File: src/rtl/mfdc_pkg.sv
package mfdc_pkg;

  typedef enum logic [1:0] {
    ST_IDLE    = 2'd0,
    ST_BOOT    = 2'd1,
    ST_RUN     = 2'd2,
    ST_RECOVER = 2'd3
  } dirState_t;

  // Strobes from control to datapath
  typedef struct packed {
    logic rxPop;
    logic txPop;
    logic rxIssue;
    logic txIssue;
    logic rxRealign;
    logic rxClr;
    logic txClr;
  } ctrlStb_t;

  // Conditions from datapath to control
  typedef struct packed {
    logic rxRetDone;
    logic txRetDone;
    logic rxCanIssue;
    logic txCanIssue;
    logic txStartOk;
    logic rxDrained;
  } dpFlags_t;

endpackage

File: src/rtl/mfdc_datapath.sv
module mfdc_datapath
  import mfdc_pkg::*;
#(
  parameter int IDX_W        = 7,
  parameter int LVL_W        = 8,
  parameter int DESC_W       = 16,
  parameter int MAX_INFLIGHT = 4,
  parameter int MF_FRAMES    = 16,
  parameter int START_MF     = 5
) (
  input  logic              clk,
  input  logic              rst_n,
  input  ctrlStb_t          stb,
  input  logic [LVL_W-1:0]  rxFreeFrames,
  input  logic [LVL_W-1:0]  txUnseenFrames,
  input  logic [IDX_W-1:0]  rxNextMf,
  input  logic [IDX_W-1:0]  txNextMf,
  input  logic [DESC_W-1:0] rxRetWord,
  input  logic [DESC_W-1:0] txRetWord,
  output dpFlags_t          flags,
  output logic [DESC_W-1:0] rxSubmitWord,
  output logic [DESC_W-1:0] txSubmitWord,
  output logic              crcError
);

  localparam int CNT_W        = $clog2(MAX_INFLIGHT + 1);
  localparam int DONE_BIT     = DESC_W - 1;
  localparam int CRC_A_BIT    = DESC_W - 2;
  localparam int CRC_B_BIT    = DESC_W - 3;
  localparam int START_FRAMES = START_MF * MF_FRAMES;
  localparam logic [LVL_W-1:0] MF_LVL    = LVL_W'(MF_FRAMES);
  localparam logic [LVL_W-1:0] START_LVL = LVL_W'(START_FRAMES);
  localparam logic [CNT_W-1:0] CNT_MAX   = CNT_W'(MAX_INFLIGHT);

  // index 0 = receive, 1 = transmit
  logic [1:0]       issueV;
  logic [1:0]       popV;
  logic [CNT_W-1:0] inFlight [2];

  assign issueV = {stb.txIssue, stb.rxIssue};
  assign popV   = {stb.txPop,   stb.rxPop};

  for (genvar g = 0; g < 2; g++) begin : g_cnt
    always_ff @(posedge clk) begin
      if (!rst_n) begin
        inFlight[g] <= '0;
      end else if (issueV[g] && !popV[g]) begin
        inFlight[g] <= inFlight[g] + 1'b1;
      end else if (!issueV[g] && popV[g] && inFlight[g] != '0) begin
        inFlight[g] <= inFlight[g] - 1'b1;
      end
    end
  end

  always_comb begin
    flags.rxRetDone  = rxRetWord[DONE_BIT];
    flags.txRetDone  = txRetWord[DONE_BIT];
    flags.rxCanIssue = (inFlight[0] < CNT_MAX) && (rxFreeFrames   >= MF_LVL);
    flags.txCanIssue = (inFlight[1] < CNT_MAX) && (txUnseenFrames >= MF_LVL);
    flags.txStartOk  = txUnseenFrames >= START_LVL;
    flags.rxDrained  = inFlight[0] == '0;
  end

  assign rxSubmitWord = {{(DESC_W-IDX_W){1'b0}}, rxNextMf};
  assign txSubmitWord = {{(DESC_W-IDX_W){1'b0}}, txNextMf};
  assign crcError     = stb.rxPop &&
                        !(rxRetWord[CRC_A_BIT] && rxRetWord[CRC_B_BIT]);

endmodule

File: src/rtl/mfdc_ctrl.sv
module mfdc_ctrl
  import mfdc_pkg::*;
(
  input  logic     clk,
  input  logic     rst_n,
  input  logic     enable,
  input  logic     rxAligned,
  input  logic     rxOverflow,
  input  logic     txUnderflow,
  input  dpFlags_t flags,
  output ctrlStb_t stb
);

  dirState_t rxState, rxNext;
  dirState_t txState, txNext;
  logic      active;

  assign active = !(rxState == ST_IDLE && txState == ST_IDLE);

  always_comb begin
    stb    = '0;
    rxNext = rxState;
    txNext = txState;
    if (!active) begin
      if (enable) begin
        rxNext = ST_BOOT;
        txNext = ST_BOOT;
      end
    end else begin
      stb.rxPop = flags.rxRetDone;
      stb.txPop = flags.txRetDone;

      unique case (rxState)
        ST_BOOT: begin
          stb.rxClr = 1'b1;
          rxNext    = ST_RUN;
        end
        ST_RUN: begin
          if (!rxAligned || rxOverflow) rxNext = ST_RECOVER;
          else stb.rxIssue = flags.rxCanIssue;
        end
        ST_RECOVER: begin
          if (flags.rxDrained) begin
            stb.rxRealign = 1'b1;
            stb.rxClr     = 1'b1;
            rxNext        = ST_RUN;
          end
        end
        default: rxNext = rxState;
      endcase

      unique case (txState)
        ST_BOOT, ST_RECOVER: begin
          if (flags.txStartOk) begin
            stb.txClr = 1'b1;
            txNext    = ST_RUN;
          end
        end
        ST_RUN: begin
          if (txUnderflow) txNext = ST_RECOVER;
          else stb.txIssue = flags.txCanIssue;
        end
        default: txNext = txState;
      endcase
    end
  end

  always_ff @(posedge clk) begin
    if (!rst_n) begin
      rxState <= ST_IDLE;
      txState <= ST_IDLE;
    end else begin
      rxState <= rxNext;
      txState <= txNext;
    end
  end

endmodule

File: src/rtl/mfdc_top.sv
module mfdc_top
  import mfdc_pkg::*;
#(
  parameter int IDX_W        = 7,
  parameter int LVL_W        = 8,
  parameter int DESC_W       = 16,
  parameter int MAX_INFLIGHT = 4,
  parameter int MF_FRAMES    = 16,
  parameter int START_MF     = 5
) (
  input  logic              clk,
  input  logic              rst_n,
  input  logic              enable,
  input  logic              rxAligned,
  input  logic              rxOverflow,
  input  logic              txUnderflow,
  input  logic [LVL_W-1:0]  rxFreeFrames,
  input  logic [IDX_W-1:0]  rxNextMf,
  input  logic [LVL_W-1:0]  txUnseenFrames,
  input  logic [IDX_W-1:0]  txNextMf,
  input  logic [DESC_W-1:0] rxRetWord,
  input  logic [DESC_W-1:0] txRetWord,
  output logic              rxSubmitValid,
  output logic [DESC_W-1:0] rxSubmitWord,
  output logic              txSubmitValid,
  output logic [DESC_W-1:0] txSubmitWord,
  output logic              rxRetPop,
  output logic              txRetPop,
  output logic              rxRealign,
  output logic              rxFlagClr,
  output logic              txFlagClr,
  output logic              crcError
);

  ctrlStb_t stb;
  dpFlags_t flags;

  mfdc_ctrl u_ctrl (
    .clk         (clk),
    .rst_n       (rst_n),
    .enable      (enable),
    .rxAligned   (rxAligned),
    .rxOverflow  (rxOverflow),
    .txUnderflow (txUnderflow),
    .flags       (flags),
    .stb         (stb)
  );

  mfdc_datapath #(
    .IDX_W        (IDX_W),
    .LVL_W        (LVL_W),
    .DESC_W       (DESC_W),
    .MAX_INFLIGHT (MAX_INFLIGHT),
    .MF_FRAMES    (MF_FRAMES),
    .START_MF     (START_MF)
  ) u_dp (
    .clk            (clk),
    .rst_n          (rst_n),
    .stb            (stb),
    .rxFreeFrames   (rxFreeFrames),
    .txUnseenFrames (txUnseenFrames),
    .rxNextMf       (rxNextMf),
    .txNextMf       (txNextMf),
    .rxRetWord      (rxRetWord),
    .txRetWord      (txRetWord),
    .flags          (flags),
    .rxSubmitWord   (rxSubmitWord),
    .txSubmitWord   (txSubmitWord),
    .crcError       (crcError)
  );

  assign rxSubmitValid = stb.rxIssue;
  assign txSubmitValid = stb.txIssue;
  assign rxRetPop      = stb.rxPop;
  assign txRetPop      = stb.txPop;
  assign rxRealign     = stb.rxRealign;
  assign rxFlagClr     = stb.rxClr;
  assign txFlagClr     = stb.txClr;

endmodule

File: config.mk
export PLATFORM = sky130hd
export DESIGN_NAME = mfdc_top
export DESIGN_NICKNAME = d
export VERILOG_FILES = /design/src/rtl/mfdc_pkg.sv /design/src/rtl/mfdc_datapath.sv /design/src/rtl/mfdc_ctrl.sv /design/src/rtl/mfdc_top.sv
export SDC_FILE = /design/constraint.sdc
export NUM_CORES = 1
export LEC_CHECK = 0
export BUFFER_PORTS_ARGS = -buffer_cell sky130_fd_sc_hd__buf_2
export CAP_MARGIN = 20
export CORE_UTILIZATION = 32
export DETAILED_ROUTE_END_ITERATION = 16
export PLACE_DENSITY_LB_ADDON = 0.12
export SLEW_MARGIN = 30
export SYNTH_ARGS = -nofsm -noshare
export SYNTH_HDL_FRONTEND = slang
export SYNTH_SLANG_ARGS = --single-unit
File: constraint.sdc
create_clock -name clk -period 1.88 [get_ports clk]
set_input_delay 0.282 -clock clk [delete_from_list [all_inputs] [get_ports clk]]
set_output_delay 0.282 -clock clk [all_outputs]
set_load 0.02 [all_outputs]
======== Word-level counts from Yosys, hierarchy flattened ========
Memory sizes are Yosys's and may differ from the RTL's.
Index checks and enable logic that the tools add are counted.
storage, ports and cells
  bits of input ports ..................... 68
  word-level logic and storage cells ...... 93
  RAM bits ................................ 6
  register bits ........................... 4
  memories ................................ 1
  output and inout bits ................... 40
cells by class
  bitwise gates (word level) .............. 4
  multiplexer cells ....................... 38
  reductions and logical operators ........ 28
  equality and inequality tests ........... 11
  add/subtract/negate cells ............... 4
  magnitude comparators ................... 5
memories
  name           words  bits a word  read ports  clocked after memory_dff  wr ports  RTL line             text
  u_dp.inFlight  2      3            2           0                         2         mfdc_datapath.sv:38  logic [CNT_W-1:0] inFlight [2];
operator list
  operator                                                            number
  two-way mux 1 bit                                                   22
  greater-or-equal comparator 8 x 5 -> 1 bit (second input constant)  2
  two-way mux 2 bit                                                   8
  two-way mux 3 bit                                                   4
  logical AND 1 bit                                                   11
  != test 3 x 2 -> 1 bit (second input constant)                      3
  nonzero test 3 bit                                                  3
  equality test 2 bit (second input constant)                         4
  greater-or-equal comparator 8 x 7 -> 1 bit (second input constant)  1
  AND reduction 4 bit                                                 2
  two-way mux 7 bit                                                   1
  adder 3 x 1 -> 3 bit (second input constant)                        2
  zero test 1 bit                                                     6
  < comparator 3 bit (second input constant)                          2
  case mux 2 bit (3 select lines)                                     1
  subtractor 3 x 1 -> 3 bit (second input constant)                   2
  equality test 2 x 1 -> 1 bit (second input constant)                2
  zero test 2 bit                                                     2
  bitwise OR 1 bit                                                    4
  case mux 2 bit (2 select lines)                                     1
  nonzero test 4 bit                                                  1
  zero test 3 bit                                                     1
  != test 3 x 1 -> 1 bit (second input constant)                      1
  != test 2 bit (second input constant)                               1
  other kinds (3)                                                     3

======== Depth between registers and ports, before layout ========
An unclocked memory read counts as a cell.
  word-level depth ........................ 14
  mapped depth ............................ 10
  depth with buffers taken out ............ 9

======== By module ========
Synthesis repeated with hierarchy kept, for this count alone.
second synthesis, totals
  cell total of the unflattened synthesis .. 123
  area, all modules ....................... 1058.5 um^2
modules (own cells, without submodules)
  module         instances  sequential area each (um^2)  cells each  area an instance (um^2)
  mfdc_datapath  1          180.2                        85          740.7
  mfdc_ctrl      1          80.1                         38          317.8

======== Worst setup path before layout ========
Ideal clock, no wire load.
  path kind ............................... register to register
  start point ............................. register u_ctrl.rxState[0]
  end point ............................... memory u_dp.inFlight[1][2] (netlist name), data pin
  data required time ...................... 1.728 ns
  stages on the path, launching flop included .. 10
  clock period less this slack ............ 1.957 ns
  slack ................................... -0.077 ns
  library setup time ...................... 0.152 ns
  arrival time ............................ 1.806 ns
  path buffers ............................ 1
  path through ............................ dfxtp_1 inv_1 ha_1 nor3b_1 buf_2 nor2_1 nand2_1 fa_1 nand3b_1 a31oi_1
RTL lines
  what                    RTL line             text
  from (decl)             mfdc_ctrl.sv:14      dirState_t rxState, rxNext;
  from (signal assigned)  mfdc_ctrl.sv:73      rxState <= rxNext;
  to (decl)               mfdc_datapath.sv:38

======== Worst setup path after layout ========
  start point ............................. register u_ctrl.rxState[1]
  end point ............................... output rxSubmitValid
between the ends
  word-level cells in the longest chain between the ends .. 3
  elaborated cells on any way between the ends .. 5
  classes of those cells .................. eq/ne (1); mux (2); reduce/logical (2)
ends and longest elaborated chain
  what                                                    RTL line                          text
  equality test 2 bit or zero test 2 bit (tied branches)  mfdc_ctrl.sv:33, mfdc_ctrl.sv:18
  two-way mux 1 bit or logical AND 1 bit (tied branches)  mfdc_ctrl.sv:33, mfdc_ctrl.sv:18
  two-way mux 7 bit *                                     mfdc_ctrl.sv:24                   if (!active) begin
  to (decl)                                               mfdc_top.sv:23                    output logic rxSubmitValid,
Mark *: on every way between the ends. The rest lies on a longest branch, timed or not.

==> impl_metrics.json <==
{
  "drt_first_pass_iters": 3,
  "worstPathRequired_ns": 1.60,
  "syn_area_um2": 1040,
  "hold_path_class": "input pin to register",
  "synth-seq-cells": 10,
  "cp_max_fo": 3,
  "drive_above_1_share_pct": 45.1,
  "synth_top_area_share_pct": 23.1,
  "syn_inst": 116,
  "powerDensity_nw_per_um2": 1130,
  "max_stage_delay_ns": 0.33,
  "drtIter0Drc": 29,
  "critPathTopFamily": "buffers and inverters",
  "ios": 108,
  "die_x_um": 59.0,
  "cts.reportedPaths.clkPinSlew_ns": 0.06,
  "ys_types": 36,
  "fin_util_pct": 41.3,
  "cts.htree.levels": 1,
  "vias_per_cell": 4.31,
  "crit_slowest_cell": "dfxtp_2",
  "track_usage_pct": 12.8,
  "finalSetupViolations": 0,
  "worstSetupStartpointType": "register",
  "fin_ws_ns": 0.0213,
  "place_hpwl_um": 1710,
  "gp_congestion": 0.781,
  "r2r_slack_ns": 0.04,
  "grt_pass1_wl_um": 3240,
  "nFillCells": 328,
  "skew_ns": 0.00577,
  "die_area_um2": 3490,
  "nNetsFinal": 221,
  "ir_worst_vdd_v": 0.000474,
  "drc": 0,
  "coreArea_um2": 3080,
  "first_global_vias": 777,
  "fmax_ghz": 0.538,
  "r2r-end": "u_dp.inFlight[0][0]$_DFFE_PP_",
  "status": "finished clean",
  "whs_endpoint": "u_ctrl.rxState[1]$_SDFFE_PN0P_",
  "endpoint_kind": "output pin",
  "cts_tree": "built",
  "hold_buffers": 0,
  "critPathArrivalTime_ns": 1.58,
  "cts_buffers": 3,
  "criticalPathCategory": "register to output pin",
  "layout_common_cells": "buf_2 (21), conb_1 (18), buf_4 (17)",
  "rows": 20,
  "dp.cells": 181,
  "clkSinkCount": 10,
  "dr_total_vias": 811,
  "initial_core_util_pct": 33.8,
  "hold_violations": 0,
  "reg2regPathDepth": 6,
  "whs_path_depth": 3,
  "layout_commonest_cell": "buf_2",
  "synth_largest_area_cell": "buf_4",
  "routedWlPerCell_um": 10.7,
  "syn_avg_cell_area_um2": 8.97,
  "fin_crit_sh_pct": 98.9,
  "antenna_found_initial": 0,
  "grt_max_degree": 8,
  "min_period_ns": 1.86,
  "port_buffers": 25,
  "cap_violations": 0,
  "die_h_um": 59.0,
  "fin_cells": 188,
  "maxSlewViolCount": 0,
  "path_cells": "buf_4 > ha_1 > and3b_2 > o41ai_4 > buf_4 > nor3_2 > buf_4",
  "cpMostUsedCell": "buf_4",
  "yosys_warnings": 0,
  "cts_root_buffer": "clkbuf_4",
  "crit_buf_inv": 3,
  "hp-start": "enable",
  "gr-total-overflow": 0,
  "p_leak_nw": 0.594,
  "synth.area.top_cells": "buf_4 (23%), edfxtp_1 (17%), ha_1 (8.4%)",
  "syn_to_final_growth_pct": 22.2,
  "postRouteAntennaNets": 0,
  "ys_seq_area_share_pct": 25.0,
  "clock_path_buffers": 2,
  "antenna-diode-count": 0,
  "rsz0062_at_grt": "yes",
  "post-place-ws_ns": -0.144,
  "wl_um": 2000,
  "r2r_start": "u_ctrl.rxState[1]$_SDFFE_PN0P_",
  "insertion_delay_ns": 0.26
}
-- per-stage QoR --
| step | total power (W) | hold slack, ns | cell area (um2) | setup TNS [ns] |
|---|---|---|---|---|
| after global routing | 0.00158 | 0.321 | 1270 | -0.330 |
| after detailed placement | 0.00108 | 0.524 | 1140 | -0.438 |
| after global placement | 0.00107 | 0.526 | 1140 | -0.475 |
| final | 0.00144 | 0.328 | 1270 | 0 |
| after floorplan | 0.000885 | 0.415 | 1110 | 0 |
| after CTS | 0.00137 | 0.322 | 1210 | -0.0297 |
-- registers in the layout, summed over array words and instances (netlist names) --
signal,count
u_ctrl.rxState,2
u_ctrl.txState,2
u_dp.inFlight,6
-- worst max path at each step --
stage / start / endpoint / slack (ns) / cells after the start
CTS: u_ctrl.rxState[0]$_SDFFE_PN0P_ / rxRetPop / -0.01 / 6
floorplan: txUnseenFrames[6] / u_dp.inFlight[1][1]$_SDFFCE_PN0P_ / 0.02 / 5
global placement: txUnseenFrames[6] / u_dp.inFlight[1][2]$_SDFFCE_PN0P_ / -0.15 / 7
global route: u_ctrl.rxState[1]$_SDFFE_PN0P_ / u_dp.inFlight[1][2]$_SDFFCE_PN0P_ / -0.08 / 9
detailed placement: txUnseenFrames[6] / u_dp.inFlight[1][2]$_SDFFCE_PN0P_ / -0.14 / 7
finish: u_ctrl.rxState[1]$_SDFFE_PN0P_ / rxSubmitValid / 0.02 / 7
-- synthesized netlist by cell type --
library cell and count:
a211oi_1 2, a211oi_2 1, a21oi_1 3, a21oi_4 1
a31oi_1 1, and2_2 1, and3b_1 2, buf_2 1
buf_4 32, conb_1 1, dfxtp_1 4, edfxtp_1 6
fa_1 1, ha_1 7, inv_1 10, nand2_1 5
nand2b_1 3, nand3_1 2, nand3b_1 3, nor2_1 9
nor2b_1 1, nor3_1 2, nor3b_1 2, nor4_2 1
nor4b_4 1, o211a_1 1, o211ai_1 1, o21a_1 2
o21ai_2 1, o2bb2ai_1 3, o31ai_1 1, o41ai_2 1
or3_1 1, or4_1 1, or4_4 1, xor2_1 1
-- metal layers --
metal / wire [um] / global-route usage [%] / vias to the layer above
met4: 43 / 5.78 / 0
met3: 130 / 3.93 / 8
met5: 0 / 0 / -
met2: 999 / 22.6 / 39
met1: 831 / 14.0 / 359
li1: - / - / 405
-- where the power goes --
group	leakage (nW)	total [W]	switching [W]	internal, W
Combinational	0.482	0.000923	0.000440	0.000484
Sequential	0.0967	0.000363	0.0000592	0.000304
Clock	0.0154	0.000152	0.0000753	0.0000767
-- what timing repair did --
item | CTS | global route
endpoints found under the hold margin | 0 | 0
pin swaps | 4 | 5
gates resized for setup | 8 | 12
endpoints found under the setup margin | 8 | 10
setup buffers | 2 | 2
cloned | 0 | 0
-- logic make-up after synthesis --
| family | after synthesis | share of synthesized area [%] |
|---|---|---|
| buffers and inverters | 43 | 27.2 |
| adders and majority gates | 8 | 10.3 |
| and+or+nand+nor | 35 | 21.3 |
| xor gates and xnor gates | 1 | 0.841 |
| AOI/OAI and AO/OA | 18 | 15.0 |
| other | 1 | 0.360 |
| DFF | 10 | 25.0 |
-- cell type report --
class,count,area [um2],area share (%)
clock buffer,3,22.5,1.77
multi-input combinational,80,627,49.3
inverter,10,37.5,2.95
sequential,10,263,20.6
clock inverter,1,3.75,0.295
tap,44,55.1,4.33
timing repair buffer,40,264,20.7
-- worst min-delay path, delay by kind of cell --
| kind | cells | cell delay, ns |
|---|---|---|
| compound gates | 1 | 0.12 |
| simple gates | 1 | 0.06 |
| buf+inv | 1 | 0.09 |
Note: power is estimated with default switching activity, not from simulation.
